--- src/rtl/cfg_pkg.sv ---
package cfg_pkg;

    localparam int CFG_DATA_W = 8;
    localparam int CFG_ADDR_W = 4;

    // Frame controller states
    typedef enum logic [1:0] {
        ST_IDLE   = 2'd0,
        ST_SHIFT  = 2'd1,
        ST_COMMIT = 2'd2
    } frame_state_e;

    // Reset value of register idx; offsets and control fall into the zero branch
    function automatic logic [31:0] cfg_default(
        input int          idx,
        input int          pairs,
        input int          black_addr,
        input logic [31:0] gain_d,
        input logic [31:0] black_d
    );
        if (idx < pairs)        return gain_d;
        if (idx == black_addr)  return black_d;
        return 32'd0;
    endfunction

endpackage

--- src/rtl/cfg_sync.sv ---
module cfg_sync #(
    parameter int              WIDTH   = 3,
    parameter int              STAGES  = 2,
    parameter logic [WIDTH-1:0] RST_VAL = '0
) (
    input  logic             clk,
    input  logic             rst_n,
    input  logic [WIDTH-1:0] din,
    output logic [WIDTH-1:0] dout
);

    logic [WIDTH-1:0] pipe [STAGES];

    always_ff @(posedge clk or negedge rst_n) begin
        if (!rst_n) begin
            for (int k = 0; k < STAGES; k++) pipe[k] <= RST_VAL;
        end else begin
            pipe[0] <= din;
            for (int k = 1; k < STAGES; k++) pipe[k] <= pipe[k-1];
        end
    end

    assign dout = pipe[STAGES-1];

endmodule

--- src/rtl/cfg_frame_shifter.sv ---
module cfg_frame_shifter
    import cfg_pkg::*;
#(
    parameter int ADDR_W = CFG_ADDR_W,
    parameter int DATA_W = CFG_DATA_W
) (
    input  logic              clk,
    input  logic              rst_n,
    input  logic              cs_n_s,
    input  logic              sclk_s,
    input  logic              sdata_s,
    output logic              wr_en,
    output logic [ADDR_W-1:0] wr_addr,
    output logic [DATA_W-1:0] wr_data
);

    localparam int FRAME_BITS = 1 + ADDR_W + DATA_W;
    localparam int CNT_W      = $clog2(FRAME_BITS + 1);
    localparam logic [CNT_W-1:0] FULL = CNT_W'(FRAME_BITS);

    frame_state_e           state, nxt;
    logic                   sclk_q;
    logic                   sclk_rise;
    logic [FRAME_BITS-1:0]  shreg;
    logic [CNT_W-1:0]       cnt;
    logic                   frame_ok;

    assign sclk_rise = sclk_s & ~sclk_q;
    // complete frame with direction bit 0 (write)
    assign frame_ok  = (cnt == FULL) && (shreg[FRAME_BITS-1] == 1'b0);

    // State register
    always_ff @(posedge clk or negedge rst_n) begin
        if (!rst_n) state <= ST_IDLE;
        else        state <= nxt;
    end

    // Transitions: T_START, T_ACCEPT, T_REJECT, T_DONE
    always_comb begin
        nxt = state;
        unique case (state)
            ST_IDLE:   if (!cs_n_s) nxt = ST_SHIFT;                      // T_START
            ST_SHIFT:  if (cs_n_s)  nxt = frame_ok ? ST_COMMIT : ST_IDLE; // T_ACCEPT / T_REJECT
            ST_COMMIT: nxt = ST_IDLE;                                     // T_DONE
            default:   nxt = ST_IDLE;
        endcase
    end

    // Shift path: bit count saturates, shift keeps only the newest bits
    always_ff @(posedge clk or negedge rst_n) begin
        if (!rst_n) begin
            sclk_q <= 1'b0;
            shreg  <= '0;
            cnt    <= '0;
        end else begin
            sclk_q <= sclk_s;
            if (state == ST_IDLE) begin
                cnt <= '0;
            end else if (state == ST_SHIFT && sclk_rise) begin
                shreg <= {shreg[FRAME_BITS-2:0], sdata_s};
                if (cnt != FULL) cnt <= cnt + 1'b1;
            end
        end
    end

    // Outputs
    always_comb begin
        wr_en   = (state == ST_COMMIT);
        wr_addr = shreg[DATA_W +: ADDR_W];
        wr_data = shreg[DATA_W-1:0];
    end

endmodule

--- src/rtl/cfg_reg_bank.sv ---
module cfg_reg_bank
    import cfg_pkg::*;
#(
    parameter int              DATA_W      = CFG_DATA_W,
    parameter int              ADDR_W      = CFG_ADDR_W,
    parameter int              NUM_PAIRS   = 4,
    parameter int              BLACK_ADDR  = 8,
    parameter int              CTRL_ADDR   = 9,
    parameter int              AUTOCAL_BIT = 0,
    parameter logic [DATA_W-1:0] GAIN_DFLT = 8'h40,
    parameter logic [DATA_W-1:0] BLACK_DFLT = 8'h10,
    localparam int             NREG        = 1 << ADDR_W,
    localparam int             IDX_W       = $clog2(NUM_PAIRS)
) (
    input  logic                   clk,
    input  logic                   rst_n,
    input  logic                   wr_en,
    input  logic [ADDR_W-1:0]      wr_addr,
    input  logic [DATA_W-1:0]      wr_data,
    input  logic                   cal_we,
    input  logic [IDX_W-1:0]       cal_idx,
    input  logic [DATA_W-1:0]      cal_data,
    output logic [NREG*DATA_W-1:0] image
);

    localparam int OFFS_BASE = NUM_PAIRS;

    logic autocal;
    assign autocal = image[CTRL_ADDR*DATA_W + AUTOCAL_BIT];

    for (genvar gi = 0; gi < NREG; gi++) begin : g_reg
        localparam logic [DATA_W-1:0] RST =
            DATA_W'(cfg_default(gi, NUM_PAIRS, BLACK_ADDR, 32'(GAIN_DFLT), 32'(BLACK_DFLT)));
        localparam bit IS_OFFS = (gi >= OFFS_BASE) && (gi < OFFS_BASE + NUM_PAIRS);

        logic [DATA_W-1:0] q;
        logic              host_hit;
        logic              cal_hit;

        // host path is locked out of the offset slots while calibration owns them
        assign host_hit = wr_en && (wr_addr == ADDR_W'(gi)) && !(IS_OFFS && autocal);

        if (IS_OFFS) begin : g_cal
            assign cal_hit = cal_we && autocal && (cal_idx == IDX_W'(gi - OFFS_BASE));
        end else begin : g_nocal
            assign cal_hit = 1'b0;
        end

        always_ff @(posedge clk or negedge rst_n) begin
            if (!rst_n)        q <= RST;
            else if (host_hit) q <= wr_data;
            else if (cal_hit)  q <= cal_data;
        end

        assign image[gi*DATA_W +: DATA_W] = q;
    end

endmodule

--- src/rtl/cfg_serial_regfile.sv ---
module cfg_serial_regfile
    import cfg_pkg::*;
#(
    parameter int              DATA_W      = CFG_DATA_W,
    parameter int              ADDR_W      = CFG_ADDR_W,
    parameter int              NUM_PAIRS   = 4,
    parameter int              BLACK_ADDR  = 8,
    parameter int              CTRL_ADDR   = 9,
    parameter int              AUTOCAL_BIT = 0,
    parameter int              FOURCOL_BIT = 1,
    parameter int              SYNC_STAGES = 2,
    parameter logic [DATA_W-1:0] GAIN_DFLT = 8'h40,
    parameter logic [DATA_W-1:0] BLACK_DFLT = 8'h10,
    localparam int             NREG        = 1 << ADDR_W,
    localparam int             IDX_W       = $clog2(NUM_PAIRS)
) (
    input  logic                   clk,
    input  logic                   rst_n,
    input  logic                   sel_n,
    input  logic                   sclk,
    input  logic                   sdata,
    input  logic                   cal_we,
    input  logic [IDX_W-1:0]       cal_idx,
    input  logic [DATA_W-1:0]      cal_data,
    output logic [NREG*DATA_W-1:0] reg_image,
    output logic                   autocal_on,
    output logic                   four_colour_on
);

    logic [2:0]        pins_s;
    logic              host_we;
    logic [ADDR_W-1:0] host_addr;
    logic [DATA_W-1:0] host_data;

    cfg_sync #(
        .WIDTH   (3),
        .STAGES  (SYNC_STAGES),
        .RST_VAL (3'b100)
    ) u_sync (
        .clk   (clk),
        .rst_n (rst_n),
        .din   ({sel_n, sclk, sdata}),
        .dout  (pins_s)
    );

    cfg_frame_shifter #(
        .ADDR_W (ADDR_W),
        .DATA_W (DATA_W)
    ) u_frame (
        .clk     (clk),
        .rst_n   (rst_n),
        .cs_n_s  (pins_s[2]),
        .sclk_s  (pins_s[1]),
        .sdata_s (pins_s[0]),
        .wr_en   (host_we),
        .wr_addr (host_addr),
        .wr_data (host_data)
    );

    cfg_reg_bank #(
        .DATA_W      (DATA_W),
        .ADDR_W      (ADDR_W),
        .NUM_PAIRS   (NUM_PAIRS),
        .BLACK_ADDR  (BLACK_ADDR),
        .CTRL_ADDR   (CTRL_ADDR),
        .AUTOCAL_BIT (AUTOCAL_BIT),
        .GAIN_DFLT   (GAIN_DFLT),
        .BLACK_DFLT  (BLACK_DFLT)
    ) u_bank (
        .clk      (clk),
        .rst_n    (rst_n),
        .wr_en    (host_we),
        .wr_addr  (host_addr),
        .wr_data  (host_data),
        .cal_we   (cal_we),
        .cal_idx  (cal_idx),
        .cal_data (cal_data),
        .image    (reg_image)
    );

    assign autocal_on     = reg_image[CTRL_ADDR*DATA_W + AUTOCAL_BIT];
    assign four_colour_on = reg_image[CTRL_ADDR*DATA_W + FOURCOL_BIT];

endmodule

--- config.mk ---
export PLATFORM = sky130hd
export DESIGN_NAME = cfg_serial_regfile
export DESIGN_NICKNAME = d
export VERILOG_FILES = /design/src/rtl/cfg_pkg.sv /design/src/rtl/cfg_sync.sv /design/src/rtl/cfg_frame_shifter.sv /design/src/rtl/cfg_reg_bank.sv /design/src/rtl/cfg_serial_regfile.sv
export SDC_FILE = /design/constraint.sdc
export NUM_CORES = 1
export LEC_CHECK = 0
export BUFFER_PORTS_ARGS = -buffer_cell sky130_fd_sc_hd__buf_4
export CORE_MARGIN = 10
export CORE_UTILIZATION = 45
export CTS_BUF_LIST = sky130_fd_sc_hd__clkbuf_4
export CTS_CLUSTER_DIAMETER = 60
export DETAILED_ROUTE_END_ITERATION = 8
export PLACE_DENSITY = 0.68
export RECOVER_POWER = 50
export SYNTH_ARGS = -nofsm -noshare
export SYNTH_HDL_FRONTEND = slang
export SYNTH_SLANG_ARGS = --single-unit
export TNS_END_PERCENT = 100
--- constraint.sdc ---
create_clock -name clk -period 2.5 [get_ports clk]
set_clock_uncertainty 0.2 [all_clocks]
set_input_delay 0.125 -clock clk [delete_from_list [all_inputs] [get_ports clk]]
set_output_delay 0.125 -clock clk [all_outputs]
set_load 0.05 [all_outputs]
Word-level counts from Yosys, hierarchy flattened
Cells that the tools add are included.
{"block": "classes", "n_addsub": 1, "eq_ne": 24, "n_mux": 15, "bitwise": 4, "reduce_logical": 40}
{"op": "2-to-1 mux 8 bit", "n": 8}
{"op": "equality test 4 bit (second input constant)", "n": 9}
{"op": "logical AND 1 bit", "n": 27}
{"op": "equality test 4 x 3 -> 1 bit (second input constant)", "n": 4}
{"op": "2-to-1 mux 4 bit", "n": 3}
{"op": "nonzero test 2 bit", "n": 6}
{"op": "equality test 4 x 2 -> 1 bit (second input constant)", "n": 2}
{"op": "equality test 2 bit (second input constant)", "n": 3}
{"op": "2-to-1 mux 2 bit", "n": 3}
{"op": "AND reduction 2 bit", "n": 3}
{"op": "adder 4 x 1 -> 4 bit (second input constant)", "n": 1}
{"op": "equality test 2 x 1 -> 1 bit (second input constant)", "n": 2}
{"op": "equality test 4 x 1 -> 1 bit (second input constant)", "n": 1}
{"op": "logical NOT 2 bit", "n": 2}
{"op": "logical NOT 4 bit", "n": 1}
{"op": "!= test 2 bit (second input constant)", "n": 2}
{"op": "!= test 4 bit (second input constant)", "n": 1}
{"op": "case mux 2 bit (2 select lines)", "n": 1}
{"op": "NOT 1 bit", "n": 3}
{"op": "bitwise AND 1 bit", "n": 1}
{"op": "logical NOT 1 bit", "n": 1}
{"block": "word_totals", "reg_bits": 154, "in_bits": 16, "output_inout_bits": 130, "word_cells": 106}

Logic depth before layout (Yosys ltp)
{"block": "depth", "ltp_word": 5, "depth_mapped": 6, "depth_no_buf": 5}

By module
Synthesis repeated with hierarchy kept, for this count alone.
{"block": "unflattened", "hier_cells": 412, "hier_area_um2": 6490.0}
{"mod": "cfg_reg_bank", "n_inst": 1, "cells_per_inst": 332, "area_each_um2": 5342.6, "seq_area_each_um2": 3209.3}
{"mod": "cfg_frame_shifter", "n_inst": 1, "cells_per_inst": 69, "area_each_um2": 957.2, "seq_area_each_um2": 500.5}
{"mod": "cfg_sync", "n_inst": 1, "cells_per_inst": 9, "area_each_um2": 175.2, "seq_area_each_um2": 152.6}
{"mod": "cfg_serial_regfile", "n_inst": 1, "cells_per_inst": 2, "area_each_um2": 15.0, "seq_area_each_um2": 0.0}

Worst setup path before layout
No wires, ideal clock.
{"block": "synth_timing", "kind": "register to register", "startpoint": "register u_bank.g_reg[9].q[0]", "endpoint": "register u_bank.g_reg[4].q[0]", "setup_ps": 125, "t_arrival_ps": 1888, "required_ps": 2175, "setup_slack_ps": 287, "stages_incl_launch_ff": 6, "path_buffers": 2, "period_less_slack_ps": 2213, "cell_sequence": "dfrtp_1 > clkbuf_1 > nor4bb_1 > buf_2 > mux2_2 > mux2_2"}
{"block": "synth_via", "elab_chain_len": 3, "elab_cells_between_ends": 6, "cone_classes": "1 x mux; 5 x reduce/logical"}
{"item": "start, declared", "line_no": "cfg_reg_bank.sv:36", "source": "logic [DATA_W-1:0] q;"}
{"item": "start signal, assigned", "line_no": "cfg_reg_bank.sv:51", "source": "else if (host_hit) q <= wr_data;"}
{"item": "start signal, assigned", "line_no": "cfg_reg_bank.sv:52", "source": "else if (cal_hit) q <= cal_data;"}
{"item": "logical NOT 1 bit / logical AND 1 bit (equally long branches)", "line_no": "cfg_reg_bank.sv:41, cfg_reg_bank.sv:44"}
{"item": "logical AND 1 bit, on equally long branches", "line_no": "cfg_reg_bank.sv:41, cfg_reg_bank.sv:44"}
{"item": "2-to-1 mux 8 bit / nonzero test 2 bit (equally long branches)"}
{"item": "end signal, assigned", "line_no": "cfg_reg_bank.sv:51"}
{"item": "end signal, assigned", "line_no": "cfg_reg_bank.sv:52"}
{"item": "end, declared", "line_no": "cfg_reg_bank.sv:36"}
Parallel ways exist; a longest one is shown, timed or not.
A chain may end at the register's enable or synchronous reset.

Final worst setup path
{"block": "layout_timing", "startpoint": "register u_frame.state[0]", "endpoint": "register u_bank.g_reg[7].q[6]"}
{"block": "layout_via", "elab_chain_len": 4, "elab_cells_between_ends": 5, "cone_classes": "1 x eq/ne; 1 x mux; 3 x reduce/logical"}
{"item": "start, declared", "line_no": "cfg_frame_shifter.sv:21", "source": "frame_state_e state, nxt;"}
{"item": "start signal, assigned", "line_no": "cfg_frame_shifter.sv:35", "source": "else state <= nxt;"}
{"item": "equality test 2 bit (*)", "line_no": "cfg_frame_shifter.sv:68", "source": "wr_en = (state == ST_COMMIT);"}
{"item": "logical AND 1 bit (*) (2 in a row)", "line_no": "cfg_reg_bank.sv:41", "source": "assign host_hit = wr_en && (wr_addr == ADDR_W'(gi)) && !(IS_OFFS && autocal);"}
{"item": "2-to-1 mux 8 bit / nonzero test 2 bit (equally long branches)"}
{"item": "end signal, assigned", "line_no": "cfg_reg_bank.sv:51"}
{"item": "end signal, assigned", "line_no": "cfg_reg_bank.sv:52"}
{"item": "end, declared", "line_no": "cfg_reg_bank.sv:36"}
Every way passes the cells marked *; elsewhere a longest branch is shown, timed or not.

==> results.py <==
metrics = {
    "sta": {
        "period_needed_ns": 2.14,
        "setup_viol": 0,
        "finalHoldViolCount": 0,
        "clock.fmax_mhz": 468,
        "rsz0062_at_grt": "no",
        "finalCritPeriodShare": 0.855,
        "slew_violations": 0,
        "tightest_slew_ns": 0.844,
        "timing.slew.headroom": 0.437,
        "setup_tns_ns": 0,
        "holdWs_ns": 0.0704,
    },
    "grt": {
        "use_met2": 0.286,
        "antenna_found_initial": 1,
        "overflow": 0,
        "grt_max_degree": 155,
        "grt_usage": 0.164,
        "grt_use_met1": 0.191,
        "grtUsageMet3": 0.0432,
        "grt_pass1_vias": 4280,
        "grt_pass1_wl_um": 24700,
        "top_usage_layer": "met2",
    },
    "clocking": {
        "cts_max_level": 4,
        "tritoncts": "yes",
        "hold_buffers": 15,
        "ctsResizeCount": 0,
        "cts_made_buffers": 17,
        "cts_setup_buffers": 0,
        "cts_buffer_depth": 2,
        "cts_sinks": 154,
        "clkLatencyLatePin_ns": 0.55,
        "cts-root-buf": "clkbuf_4",
        "path_clk_slew_ns": 0.12,
    },
    "setup_path": {
        "path_class": "reg -> reg",
        "cp_top_family": "simple AND/OR/NAND/NOR gates",
        "cp-start-kind": "flip-flop",
        "crit_buf_inv": 0,
        "cp_max_fo": 10,
        "path_cells": "and4bb_2 > or3b_1 > mux2_4",
        "required_ns": 2.74,
        "cpPeakStageDelay_ns": 0.58,
        "end_kind": "flip-flop",
        "arrival_ns": 2.38,
        "slowest_stage": "or3b_1",
    },
    "yosys": {
        "syn-num-nets": 416,
        "syn_avg_cell_area_um2": 15.8,
        "ys_seq_area_frac": 0.613,
        "synth_cell_types": 31,
        "synth_warnings": 0,
        "yosys_register_bits": 154,
        "netlist_area_um2": 6300,
        "synth_cells": 398,
    },
    "final_layout": {
        "drive_gt1_frac": 0.541,
        "area_delta_synth_final_pct": 24.5,
        "final_nets": 580,
    },
    "die": {
        "die_w_um": 138,
        "ioPinCount": 146,
        "core_area_um2": 13800,
        "initial_core_util": 0.457,
        "fp-row-count": 43,
        "dieArea_um2": 19100,
        "die_h_um": 138,
    },
    "pwr": {
        "vdd_drop_max_uv": 348,
        "pwr-share-clk": 0.343,
        "power_frac_seq": 0.612,
        "p_leak_nw": 4.05,
        "power_switching_mw": 1.29,
        "p_per_area_nw_per_um2": 613,
        "internal_power_mw": 3.51,
        "combPwrFrac": 0.045,
        "p_sw_frac": 0.269,
    },
    "detailed_routing": {
        "avgRoutedWirePerCell_um": 20.8,
        "ant_nets": 0,
        "drt-initial-drc-count": 204,
        "drc": 0,
        "wl_um": 15700,
        "num_vias": 3921,
        "via_per_inst": 5.19,
        "drtPass1Iterations": 4,
    },
    "status": {
        "status": "complete, no violations",
    },
    "flow_run": {
        "drv_cap": 0,
    },
    "placed_design": {
        "io_buffers": 145,
        "dp_hpwl_um": 10900,
        "gp_congestion": 0.871,
    },
    "min_path": {
        "hp-class": "in -> async",
    },
}
-- cell usage after synthesis --
library cell | n | area share
mux2_2 | 164 | 0.29
dfrtp_1 | 147 | 0.58
clkbuf_1 | 11 | 0.0066
buf_2 | 8 | 0.0064
mux2_4 | 8 | 0.019
nand2_1 | 8 | 0.0048
dfstp_2 | 7 | 0.029
nor2_1 | 4 | 0.0024
buf_4 | 3 | 0.0036
mux2i_1 | 3 | 0.0048
nand3b_1 | 3 | 0.0036
nand4b_1 | 3 | 0.0042
nor2b_1 | 3 | 0.0030
o21ai_0 | 3 | 0.0024
and3_1 | 2 | 0.0020
and4bb_2 | 2 | 0.0040
ha_1 | 2 | 0.0040
nand3_1 | 2 | 0.0016
nor3b_2 | 2 | 0.0040
nor4bb_1 | 2 | 0.0032
a21oi_1 | 1 | 0.00079
and4b_1 | 1 | 0.0016
inv_1 | 1 | 0.00060
mux2_1 | 1 | 0.0018
nand4_1 | 1 | 0.00099
nand4bb_1 | 1 | 0.0018
nor2_2 | 1 | 0.00099
nor3_1 | 1 | 0.00079
nor4b_2 | 1 | 0.0024
or3_1 | 1 | 0.00099
or3b_1 | 1 | 0.0014
-- worst paths after layout --
| check | start | endpoint | slack [ns] | depth (start not counted) |
|---|---|---|---|---|
| worst max-delay path | u_frame.state[0] | u_bank.g_reg[7].q[6] | 0.36 | 3 |
| worst min-delay path | rst_n | u_bank.g_reg[5].q[2] | 0.07 | 3 |
| worst max register to register | u_frame.state[0] | u_bank.g_reg[7].q[6] | 0.36 | 3 |
| worst min register to register | u_sync.pipe[5] | u_sync.dout[2] | 0.16 | 0 |
| max in group asynchronous | rst_n | u_bank.g_reg[9].q[4] | 1.37 | 3 |
| min in group clk | cal_idx[1] | u_bank.g_reg[4].q[7] | 0.07 | 5 |
-- worst reg2reg max path: stages, from the launching register on --
cell and delay (ns):
dfrtp_1 0.49, and4bb_2 0.38, or3b_1 0.58, mux2_4 0.38
-- stage by stage --
step / power, mW / cells / setup WS [ns] / area (um^2) / utilization
after CTS: 4.86 / 755 / 0.349 / 8050 / 0.585
after global placement: 3.19 / 708 / 0.430 / 7590 / 0.551
after floorplan: 2.92 / 398 / 0.287 / 6300 / -
after global routing: 5.01 / 756 / 0.286 / 7840 / 0.569
final: 4.81 / 756 / 0.363 / 7840 / 0.569
after detailed placement: 3.20 / 708 / 0.384 / 7590 / 0.551
-- layout by cell type (no fill, tap or decap) --
master,count
nor4b_2,1
buf_12,1
nor3_1,1
clkinvlp_4,1
nor2b_1,3
diode_2,1
nand3b_1,3
nand3_1,2
bufinv_16,4
and3_1,2
dfstp_2,7
mux2_2,164
nor2_1,4
nor3b_2,2
nand4b_1,3
clkinv_1,3
inv_1,1
ha_1,2
clkinv_2,2
mux2_1,1
mux2_4,8
dfrtp_1,147
and4bb_2,2
or3_1,1
and4b_1,1
nor4bb_2,2
clkbuf_1,57
mux2i_1,3
buf_4,91
o21ai_0,3
nand4bb_1,1
dlygate4sd3_1,15
nand4_1,1
a21oi_1,1
nand2_1,8
or3b_1,1
clkbuf_4,25
nor2_2,1
-- registers in the layout, indices dropped and copies added (netlist names) --
register and flops:
u_frame.shreg 13, u_sync.pipe 3, u_frame.sclk_q 1, u_sync.dout 3, u_frame.state 2, u_bank.g.q 128, u_frame.cnt 4
-- cell families after synthesis --
| family | after synthesis | share of synthesized area |
|---|---|---|
| AO/OA/AOI/OAI | 4 | 0.00318 |
| adder cells (fa/ha/maj) | 2 | 0.00397 |
| buffers and inverters | 23 | 0.0171 |
| flip-flops | 154 | 0.613 |
| multiplexers | 176 | 0.319 |
| AND/OR/NAND/NOR | 39 | 0.0435 |
-- metal layers --
layer  share of wire  up-vias
met5               0        -
met2            0.52       87
li1                -     1764
met4           0.014        0
met3           0.034       14
met1            0.43     2056
-- power by group through the flow --
stage / logic (mW) / registers (mW) / clock network [mW]
floorplan: 0.232 / 2.69 / 0
global placement: 0.194 / 2.99 / 0
detailed placement: 0.200 / 3.00 / 0
CTS: 0.221 / 2.95 / 1.69
global route: 0.238 / 2.99 / 1.79
finish: 0.215 / 2.94 / 1.65
-- final cells by class --
| class | count | area [um^2] |
|---|---|---|
| clock buffer | 22 | 165 |
| sequential | 154 | 3860 |
| antenna | 1 | 2.50 |
| tap | 180 | 225 |
| multi-input combinational | 221 | 2340 |
| clock inverter | 10 | 149 |
| timing repair buffer | 167 | 1090 |
| fill | 1183 | 5940 |
| inverter | 1 | 3.75 |
No activity file was read; power rests on OpenSTA's default activity.
